$ cat config.mk
export PLATFORM = sky130hd
export DESIGN_NAME = wdt_seqfeed
export DESIGN_NICKNAME = d
export VERILOG_FILES = /design/src/rtl/wdt_seqfeed_pkg.sv /design/src/rtl/wdt_feed_seq.sv /design/src/rtl/wdt_prescaler.sv /design/src/rtl/wdt_countdown.sv /design/src/rtl/wdt_seqfeed.sv
export SDC_FILE = /design/constraint.sdc
export NUM_CORES = 1
export LEC_CHECK = 0
export ABC_CLOCK_PERIOD_IN_PS = 2200
export BUFFER_PORTS_ARGS = -buffer_cell sky130_fd_sc_hd__buf_4
export CORE_MARGIN = 4
export CORE_UTILIZATION = 35
export DETAILED_ROUTE_END_ITERATION = 10
export GPL_TIMING_DRIVEN = 0
export PLACE_DENSITY_LB_ADDON = 0.3
export SLEW_MARGIN = 20
export SYNTH_ARGS = -nofsm -noshare
export SYNTH_HDL_FRONTEND = slang
export SYNTH_SLANG_ARGS = --single-unit
$ cat constraint.sdc
create_clock -name clk -period 2.2 [get_ports clk]
set_input_delay 0.11 -clock clk [delete_from_list [all_inputs] [get_ports clk]]
set_output_delay 0.11 -clock clk [all_outputs]
set_load 0.02 [all_outputs]
$ cat src/rtl/wdt_seqfeed_pkg.sv
// Package: shared register indices, control bit positions and the state
// type of the service-sequence tracker for the sequenced-feed watchdog.
package wdt_seqfeed_pkg;

    // Word index of each register (byte offset divided by 4)
    typedef enum logic [1:0] {
        REG_CTRL  = 2'd0,
        REG_LIMIT = 2'd1,
        REG_SERVE = 2'd2,
        REG_COUNT = 2'd3
    } wdt_reg_e;

    // Control register bit positions
    localparam int CTRL_RUN_BIT     = 0;
    localparam int CTRL_RSTEN_BIT   = 1;
    localparam int CTRL_EXPIRED_BIT = 2;
    localparam int CTRL_ARMED_BIT   = 3;

    // Service sequence tracker states
    typedef enum logic {
        SEQ_IDLE    = 1'b0,
        SEQ_PENDING = 1'b1
    } seq_state_e;

endpackage

$ cat src/rtl/wdt_feed_seq.sv
// Module: wdt_feed_seq
// Follows service-register writes and decides whether a two-byte sequence
// was valid or broken. A first-magic write while idle opens the sequence.
// The next service write closes it: with the second magic it is valid,
// with anything else it is broken. Non-magic writes while idle are ignored.
// Assumes wr_stb is a single-cycle strobe per service write.
module wdt_feed_seq
    import wdt_seqfeed_pkg::*;
#(
    parameter int          MAGIC_W      = 8,
    parameter logic [7:0]  MAGIC_FIRST  = 8'hAA,
    parameter logic [7:0]  MAGIC_SECOND = 8'h55
) (
    input  logic               clk,
    input  logic               rst_n,
    input  logic               wr_stb,
    input  logic [MAGIC_W-1:0] wr_val,
    output logic               seq_ok,
    output logic               seq_bad
);

    localparam logic [MAGIC_W-1:0] FIRST_V  = MAGIC_W'(MAGIC_FIRST);
    localparam logic [MAGIC_W-1:0] SECOND_V = MAGIC_W'(MAGIC_SECOND);

    seq_state_e state_q;

    // Classify a closing write of a pending sequence
    always_comb begin
        seq_ok  = wr_stb && (state_q == SEQ_PENDING) && (wr_val == SECOND_V);
        seq_bad = wr_stb && (state_q == SEQ_PENDING) && (wr_val != SECOND_V);
    end

    // Track whether a first magic value is waiting for its partner
    always_ff @(posedge clk) begin
        if (!rst_n) begin
            state_q <= SEQ_IDLE;
        end else if (wr_stb) begin
            if (state_q == SEQ_IDLE && wr_val == FIRST_V) begin
                state_q <= SEQ_PENDING;
            end else begin
                state_q <= SEQ_IDLE;
            end
        end
    end

    // A first magic while idle opens a sequence
    assert_open_on_first_R4: assert property (@(posedge clk) disable iff (!rst_n)
        (wr_stb && state_q == SEQ_IDLE && wr_val == FIRST_V) |=> (state_q == SEQ_PENDING));

    // A broken sequence always falls back to idle
    assert_bad_returns_idle_R8: assert property (@(posedge clk) disable iff (!rst_n)
        seq_bad |=> (state_q == SEQ_IDLE));

endmodule

$ cat src/rtl/wdt_prescaler.sv
// Module: wdt_prescaler
// Fixed clock divider. While run is high it gives a one-cycle tick once
// every DIV clocks. Restart puts the phase back to zero, so the first tick
// comes DIV clocks after the restart edge.
module wdt_prescaler #(
    parameter int DIV = 4
) (
    input  logic clk,
    input  logic rst_n,
    input  logic run,
    input  logic restart,
    output logic tick
);

    generate
        if (DIV <= 1) begin : g_passthru
            assign tick = run && !restart;
        end else begin : g_divider
            localparam int CW = $clog2(DIV);
            localparam logic [CW-1:0] LAST = CW'(DIV - 1);
            logic [CW-1:0] phase_q;

            // Tick on the final phase of each divided period
            assign tick = run && !restart && (phase_q == LAST);

            // Advance the phase counter while running
            always_ff @(posedge clk) begin
                if (!rst_n || restart || !run) begin
                    phase_q <= '0;
                end else if (phase_q == LAST) begin
                    phase_q <= '0;
                end else begin
                    phase_q <= phase_q + 1'b1;
                end
            end

            // Ticks never fall on adjacent cycles
            assert_tick_spacing_R5: assert property (@(posedge clk) disable iff (!rst_n)
                tick |=> !tick);
        end
    endgenerate

endmodule

$ cat src/rtl/wdt_countdown.sv
// Module: wdt_countdown
// Down-counter of the watchdog. A load sets the counter and arms it. Each
// tick while armed takes away one. A tick that finds zero is an expiry: it
// disarms the counter and leaves it at zero. A load on the same edge beats
// the expiry. Assumes tick comes from a prescaler restarted by the same load.
module wdt_countdown #(
    parameter int W = 24
) (
    input  logic         clk,
    input  logic         rst_n,
    input  logic         load,
    input  logic [W-1:0] load_val,
    input  logic         tick,
    output logic [W-1:0] count,
    output logic         armed,
    output logic         expire
);

    // Expiry only when armed, ticking at zero and not being reloaded
    assign expire = armed && tick && (count == '0) && !load;

    // Load, decrement, or disarm on expiry
    always_ff @(posedge clk) begin
        if (!rst_n) begin
            count <= '1;
            armed <= 1'b0;
        end else if (load) begin
            count <= load_val;
            armed <= 1'b1;
        end else if (armed && tick) begin
            if (count == '0) begin
                armed <= 1'b0;
            end else begin
                count <= count - 1'b1;
            end
        end
    end

    // One step down per tick
    assert_dec_by_one_R5: assert property (@(posedge clk) disable iff (!rst_n)
        (armed && tick && !load && count != '0) |=> (count == $past(count) - 1'b1));

    // A reload always takes effect and arms, even at an expiry edge
    assert_load_wins_R9: assert property (@(posedge clk) disable iff (!rst_n)
        load |=> (armed && count == $past(load_val)));

endmodule

$ cat src/rtl/wdt_seqfeed.sv
// Module: wdt_seqfeed (top)
// Register-mapped watchdog. It holds the set-only control bits, the clamped
// limit register and the sticky expiry flag. It decodes the single-cycle
// register bus and produces the interrupt and reset-request outputs.
// Assumes one clock for bus and counter, and a word-aligned bus_addr.
module wdt_seqfeed
    import wdt_seqfeed_pkg::*;
#(
    parameter int          CNT_W        = 24,
    parameter int          PRESC_DIV    = 4,
    parameter int          LIMIT_MIN    = 255,
    parameter int          ADDR_W       = 4,
    parameter int          DATA_W       = 32,
    parameter logic [7:0]  MAGIC_FIRST  = 8'hAA,
    parameter logic [7:0]  MAGIC_SECOND = 8'h55
) (
    input  logic              clk,
    input  logic              rst_n,
    input  logic              bus_req,
    input  logic              bus_wr,
    input  logic [ADDR_W-1:0] bus_addr,
    input  logic [DATA_W-1:0] bus_wdata,
    output logic [DATA_W-1:0] bus_rdata,
    output logic              irq_timeout,
    output logic              sys_reset_req
);

    localparam int            IDX_LSB   = 2;
    localparam logic [CNT_W-1:0] LIMIT_FLOOR = CNT_W'(LIMIT_MIN);

    wdt_reg_e          reg_idx;
    logic              wr_ctrl, wr_limit, wr_serve;
    logic              run_en_q, rst_en_q, expired_q;
    logic [CNT_W-1:0]  limit_q;
    logic [CNT_W-1:0]  wr_limit_val;
    logic              seq_ok, seq_bad;
    logic              load, tick, expire, armed;
    logic [CNT_W-1:0]  count;
    logic              reset_fire;

    // Decode the register index and write strobes
    always_comb begin
        reg_idx  = wdt_reg_e'(bus_addr[IDX_LSB +: 2]);
        wr_ctrl  = bus_req && bus_wr && (reg_idx == REG_CTRL);
        wr_limit = bus_req && bus_wr && (reg_idx == REG_LIMIT);
        wr_serve = bus_req && bus_wr && (reg_idx == REG_SERVE);
    end

    // Clamp a limit write to the legal floor
    always_comb begin
        wr_limit_val = bus_wdata[CNT_W-1:0];
        if (wr_limit_val < LIMIT_FLOOR) begin
            wr_limit_val = LIMIT_FLOOR;
        end
    end

    // Service sequence tracker
    wdt_feed_seq #(
        .MAGIC_W      (8),
        .MAGIC_FIRST  (MAGIC_FIRST),
        .MAGIC_SECOND (MAGIC_SECOND)
    ) u_seq (
        .clk     (clk),
        .rst_n   (rst_n),
        .wr_stb  (wr_serve),
        .wr_val  (bus_wdata[7:0]),
        .seq_ok  (seq_ok),
        .seq_bad (seq_bad)
    );

    // A valid service reloads only when running
    assign load = seq_ok && run_en_q;

    // Fixed divider feeding the counter
    wdt_prescaler #(
        .DIV (PRESC_DIV)
    ) u_presc (
        .clk     (clk),
        .rst_n   (rst_n),
        .run     (armed),
        .restart (load),
        .tick    (tick)
    );

    // Timeout counter
    wdt_countdown #(
        .W (CNT_W)
    ) u_cnt (
        .clk      (clk),
        .rst_n    (rst_n),
        .load     (load),
        .load_val (limit_q),
        .tick     (tick),
        .count    (count),
        .armed    (armed),
        .expire   (expire)
    );

    // Set-only control bits and the sticky expiry flag
    always_ff @(posedge clk) begin
        if (!rst_n) begin
            run_en_q  <= 1'b0;
            rst_en_q  <= 1'b0;
            expired_q <= 1'b0;
        end else begin
            if (wr_ctrl && bus_wdata[CTRL_RUN_BIT]) begin
                run_en_q <= 1'b1;
            end
            if (wr_ctrl && bus_wdata[CTRL_RSTEN_BIT]) begin
                rst_en_q <= 1'b1;
            end
            if (expire) begin
                expired_q <= 1'b1;
            end
        end
    end

    // Limit register with its floor applied at write time
    always_ff @(posedge clk) begin
        if (!rst_n) begin
            limit_q <= '1;
        end else if (wr_limit) begin
            limit_q <= wr_limit_val;
        end
    end

    // Reset is asked for on expiry or on a broken service sequence
    assign reset_fire = rst_en_q && (expire || (seq_bad && run_en_q));

    // Register the one-cycle reset request
    always_ff @(posedge clk) begin
        if (!rst_n) begin
            sys_reset_req <= 1'b0;
        end else begin
            sys_reset_req <= reset_fire;
        end
    end

    assign irq_timeout = expired_q;

    // Same-cycle read mux, zero when not reading
    always_comb begin
        bus_rdata = '0;
        if (bus_req && !bus_wr) begin
            case (reg_idx)
                REG_CTRL: begin
                    bus_rdata[CTRL_RUN_BIT]     = run_en_q;
                    bus_rdata[CTRL_RSTEN_BIT]   = rst_en_q;
                    bus_rdata[CTRL_EXPIRED_BIT] = expired_q;
                    bus_rdata[CTRL_ARMED_BIT]   = armed;
                end
                REG_LIMIT: bus_rdata[CNT_W-1:0] = limit_q;
                REG_COUNT: bus_rdata[CNT_W-1:0] = count;
                default:   bus_rdata = '0;
            endcase
        end
    end

    // Control bits never clear outside reset
    assert_run_sticky_R3: assert property (@(posedge clk) disable iff (!rst_n)
        run_en_q |=> run_en_q);
    assert_rsten_sticky_R3: assert property (@(posedge clk) disable iff (!rst_n)
        rst_en_q |=> rst_en_q);

    // Stored limit never drops under the floor
    assert_limit_floor_R2: assert property (@(posedge clk) disable iff (!rst_n)
        wr_limit |=> (limit_q >= LIMIT_FLOOR));

    // Expiry raises a flag that then holds
    assert_expiry_flag_R6: assert property (@(posedge clk) disable iff (!rst_n)
        expire |=> (irq_timeout && !armed));
    assert_flag_sticky_R6: assert property (@(posedge clk) disable iff (!rst_n)
        irq_timeout |=> irq_timeout);

    // Expiry with reset enabled requests reset
    assert_expiry_reset_R7: assert property (@(posedge clk) disable iff (!rst_n)
        (expire && rst_en_q) |=> sys_reset_req);

    // Broken sequence while guarded requests reset without reload
    assert_bad_seq_reset_R8: assert property (@(posedge clk) disable iff (!rst_n)
        (seq_bad && run_en_q && rst_en_q) |=> sys_reset_req);

endmodule

* Word level (Yosys, flattened, before mapping)
Cells that the tools add are included.
** Word-level totals
- Register bits after elaboration :: 56
- Input bits :: 40
- Word-level logic and storage cells :: 65
** Cells by class
- Add/subtract/negate cells :: 2
- Magnitude comparators :: 1
- Equal/unequal tests :: 8
- Mux-type cells :: 11
- Bitwise gates (word level) :: 1
- Reduce and logical (&&, ||, !) cells :: 33
** Operators with widths (count)
- 24-bit two-way mux :: 5
- 20-bit case mux with 2 select lines :: 1
- 24-bit zero test :: 1
- 24-bit by 8-bit less-than comparator with 1-bit output, second input constant :: 1
- 24-bit by 1-bit subtractor with 24-bit output, second input constant :: 1
- 1-bit logical AND :: 19
- 4-bit case mux with 3 select lines :: 1
- 8-bit by 7-bit equality test with 1-bit output, second input constant :: 1
- 8-bit equality test, second input constant :: 1
- 8-bit by 7-bit != test with 1-bit output, second input constant :: 1
- 2-bit equality test, second input constant :: 3
- 1-bit zero test :: 4
- 1-bit two-way mux :: 4
- 2-bit AND reduction :: 2
- 2-bit nonzero test :: 2
- 1-bit logical OR :: 3
- 2-bit by 1-bit adder with 2-bit output, second input constant :: 1
- 2-bit by 1-bit equality test with 1-bit output, second input constant :: 1
- 2-bit zero test :: 1
- 2-bit by 1-bit != test with 1-bit output, second input constant :: 1
- 2-bit OR reduction :: 1
- 1-bit NOT :: 1

* Depth between registers and ports, before layout
- Depth after elaboration :: 13
- Depth in mapped cells :: 8
- Mapped depth without buffers :: 7

* Modules after synthesis
From an unflattened synthesis, not the netlist that was laid out.
** Second synthesis, totals
- Cell total of the unflattened synthesis :: 429
- Area, all modules :: 3493.4 µm²
** Modules (own cells, without submodules)
- wdt_countdown :: instances 1, cells an instance 218, area each 1689.1 µm², sequential area each 500.5 µm²
- wdt_seqfeed :: instances 1, cells an instance 191, area each 1600.3 µm², sequential area each 560.5 µm²
- wdt_feed_seq :: instances 1, cells an instance 13, area each 112.6 µm², sequential area each 20.0 µm²
- wdt_prescaler :: instances 1, cells an instance 7, area each 91.3 µm², sequential area each 40.0 µm²

* Worst setup path after synthesis
OpenSTA, ideal clock, no wires.
- Kind :: reg2reg
- From :: register u_cnt.count[11]
- To :: register u_cnt.count[23]
- Library setup time :: 139 ps
- Arrival time :: 1955 ps
- Setup slack :: 106 ps
- Stages on the path, launching flop included :: 8
- Buffers on the path :: 2
- Period minus slack after synthesis :: 2094 ps
- Cell sequence :: dfxtp_1 > or4_1 > buf_2 > or3_1 > buf_6 > o211ai_1 > mux2i_1 > a22oi_1
** Between the ends
- Word-level cells in the longest chain between the ends :: 4
** Ends and longest elaborated chain
- start, declared :: RTL line wdt_countdown.sv:14 : output logic [W-1:0] count,
- start signal, assigned :: RTL line wdt_countdown.sv:28 : count <= load_val;
- start signal, assigned :: RTL line wdt_countdown.sv:34 : count <= count - 1'b1;
- 24-bit by 1-bit subtractor with 24-bit output :: RTL line wdt_countdown.sv:34
- 24-bit two-way mux :: RTL line wdt_countdown.sv:31 : if (count == '0) begin
- 24-bit two-way mux :: RTL line wdt_countdown.sv:30 : end else if (armed && tick) begin
- 24-bit two-way mux :: RTL line wdt_countdown.sv:27 : end else if (load) begin
Several ways; a longest one is shown, not always the timed one. The select of a mux whose other input is x is not followed.
A chain may end at the register's enable or synchronous reset.

* Worst setup path in the final report
Ends and elaborated chain as after synthesis.

==> impl_results.md <==
* Outcome: finished, final reports clean
* Starting Density at 0.367
* Worst min-delay path class: in -> reg
* Vias per cell at roughly 5.8
* Io pins at 74
* RSZ-0062 raised after global routing: yes
* DIE AREA at approximately 11000 sq um
* Worst-path clk slew at ~0.11 ns
* Post-synth ARST share at 0
* Fmax at 463 MHz
* VDD IR-drop max at roughly 290 uV
* Final max-slew violation count at 0
* CP Max Fanout at 5
* Largest net degree at the start of global routing at 17
* Initial antenna violation count at 0
* Period utilisation layout at 0.982
* Worst EP required at roughly 2.4 ns
* CTS tree: built
* Fin crit period at ~2.2 ns
* Post-Syn Area at ~3300 sq um
* Crit path launch type: flip-flop
* Measured slew at the worst slew-check pin at 0.795 ns
* Final core utilization at 0.451
* Nets@finish at between 500 and 600
* Distinct cells, synth at between 50 and 60
* Number of diodes at 0
* Filler cell count at about 900
* Crit path capture type: flip-flop
* Compound-cell area share of the yosys netlist at 0.150
* Number of clock sinks at 56
* DRT iter0 DRCs at between 300 and 400
* Power density cells at approximately 490 nW/um^2
* Final Hold Viols at 0
* Post-synth EDFFs at 0
* CP arrival at 2.34 ns
* Final HPWL from detailed placement at 7770 um
* Flops & latches, synth at 56
* GRT Residual Overflow at 0
* DRC violations left at 0
* Max-Slew Margin vs Limit at 0.470
* DRT met1 WL at around 4500 um
* DR top layer: met4
* Setup Total Neg Slack at 0 ns
* Multiplexer share of the synthesized area at 0.0840
* Top FF cell, synth: dfxtp_1
* Post-Synth Simple-Gate Area at 0.345
* Leakage power at 1.64 nW
* Critical path class: reg -> reg
* Total power at slightly below 2 mW
* Die outline height at 105 um
* Global-route wire length before repair at approximately 17000 um
* Fin Hold WS at about 0.011 ns
* Post-synthesis xor/xnor area fraction at 0.00537
* DRT Wirelength at between 10000 and 15000 um
* Setup violators final at 0
* Share of layout cells above drive strength 1 at 0.211
* Number of detailed-route iterations in the first pass at 6
* Main combinational cell family by area after synthesis: simple AND/OR/NAND/NOR gates
* Die width at 105 um
* Adder-Cell Fraction of Synth Area at 0.0115
* Layout area overhead at 22.9%
* RD Place Congestion at approximately 0.9
* Core area at ~8900 sq um
* Avg Cell Area, Syn at 7.77 sq um
* Metal3 WL at 845 um
* Htree depth at 2
* Vias post-DR at roughly 3500
* Max-Cap Viols at 0
* WL/cell at around 17 um
* Top flop regs: limit_q x24, u_cnt.count x24, u_presc.g_divider.phase_q x2
* CTS root buf: clkbuf_8
* Count of buffers from port buffering at 54
* Met2 wire len at about 4800 um
* Seq/Total Area, Yosys at 0.344
* Final Skew at 0.00723 ns
* GRT Resource Usage Total at 0.186
* Warnings, synthesis at 0
* Worst-Skew Late Latency at 0.31 ns
* Routed Antenna Nets at 0
* Num CTS Buffers at 5
* Max clock buf depth at 2
* Core Rows at 34
* Post-CTS Hold Buffers at 0
* Mapped Cells at 420
* Vias in the first global route at 3258
-- timing repair --
item | 4_1_cts | 5_1_grt
pin swaps | 1 | 4
resized for setup | 12 | 13
buffers inserted | 2 | 1
endpoints found under the setup margin | 11 | 23
gates cloned | 1 | 0
-- routing by layer --
| metal | global-route usage | vias to the layer above |
|---|---|---|
| li1 | - | 1673 |
| met1 | 0.252 | 1626 |
| met2 | 0.291 | 157 |
| met3 | 0.0407 | 22 |
| met4 | 0.0693 | 0 |
| met5 | 0 | - |
-- cells in the mapped netlist (2+ instances only) --
cell type	n	area share
nand2_1	58	0.067
a41oi_1	2	0.0054
nand4_1	5	0.0096
buf_1	2	0.0023
nor3_1	18	0.028
inv_1	4	0.0046
nor4bb_1	2	0.0061
o22ai_1	9	0.017
mux2i_1	24	0.074
a22oi_1	6	0.014
and4b_1	2	0.0061
mux2_2	3	0.010
ha_1	3	0.012
or4bb_1	2	0.0069
or3_1	10	0.019
nand2b_1	2	0.0038
o211ai_1	5	0.012
nor4_1	15	0.029
o21ai_0	5	0.0077
o21ai_2	2	0.0054
a221oi_1	2	0.0054
a21oi_1	2	0.0031
o221a_2	2	0.0069
a211oi_1	8	0.018
nor2_1	62	0.071
a21boi_0	2	0.0046
a311oi_1	5	0.013
a31oi_1	3	0.0058
dfxtp_1	56	0.34
nand4b_1	2	0.0054
nor4b_1	3	0.0081
and2_1	2	0.0038
and4_1	3	0.0081
o2111ai_1	2	0.0054
and3_1	6	0.012
clkbuf_1	22	0.025
or4_1	6	0.014
buf_2	3	0.0046
buf_4	8	0.018
nand3_1	27	0.041
-- cell type report --
class / count / area [sq um] / area share
Multi-Input combinational cell: 331 / 2030 / 0.506
Sequential cell: 56 / 1130 / 0.282
Timing Repair Buffer: 58 / 433 / 0.108
Buffer: 35 / 174 / 0.0434
Tap cell: 108 / 135 / 0.0337
Clock buffer: 7 / 86.3 / 0.0215
Inverter: 4 / 15.0 / 0.00374
Clock inverter: 1 / 7.51 / 0.00187
-- through the flow --
step	area, sq um	instances	worst slack, ns
finish	4010	600	0.0387
global route	4010	600	-0.0574
CTS	3990	600	0.00439
detailed placement	3830	589	-0.311
global placement	3830	589	-0.340
floorplan	3290	427	0.106
-- placed cells by master (no fill, tap or decap), types with 6 or more instances in the layout --
| cell type | instances |
|---|---|
| nor4_1 | 13 |
| a211oi_1 | 8 |
| clkbuf_8 | 6 |
| buf_4 | 65 |
| conb_1 | 8 |
| clkbuf_1 | 21 |
| nand2_1 | 58 |
| and3_1 | 6 |
| dfxtp_1 | 51 |
| nand3_1 | 27 |
| mux2i_1 | 24 |
| o22ai_1 | 9 |
| nor2_1 | 61 |
| or3_1 | 9 |
| a22oi_1 | 6 |
| nor3_1 | 18 |
-- worst paths after layout --
| path | end | start | depth (start not counted) | slack [ns] |
|---|---|---|---|---|
| max | u_cnt.count[23]$_SDFFE_PN1P_ | u_cnt.count[11]$_SDFFE_PN1P_ | 6 | 0.04 |
| min | limit_q[9]$_SDFFE_PN1P_ | bus_wdata[9] | 3 | 0.01 |
| max reg2reg | u_cnt.count[23]$_SDFFE_PN1P_ | u_cnt.count[11]$_SDFFE_PN1P_ | 6 | 0.04 |
| min reg2reg | u_presc.g_divider.phase_q[0]$_SDFF_PP0_ | u_presc.g_divider.phase_q[0]$_SDFF_PP0_ | 1 | 0.44 |
-- worst max-delay path: stages, from the launching register on --
cell and delay [ns]:
dfxtp_4 0.36, or4_4 0.56, or3_4 0.42, buf_6 0.14, o211ai_1 0.25, mux2i_1 0.22
a22oi_1 0.08
-- power by group --
part | switching [mW] | internal (mW) | total [mW]
Combinational | 0.170 | 0.129 | 0.298
Sequential | 0.0243 | 1.04 | 1.06
Clock | 0.354 | 0.257 | 0.611
Total | 0.548 | 1.42 | 1.97
-- cells by family (layout without fill, tap and decap cells) --
kind of cell / after synthesis / after routing
fa+ha+maj: 3 / 3
simple gates: 228 / 228
other cells: 1 / 8
xor+xnor: 2 / 2
buf+inv: 40 / 105
flops: 56 / 56
compound gates: 63 / 63
mux: 27 / 27
(Power assumes the default switching activity.)
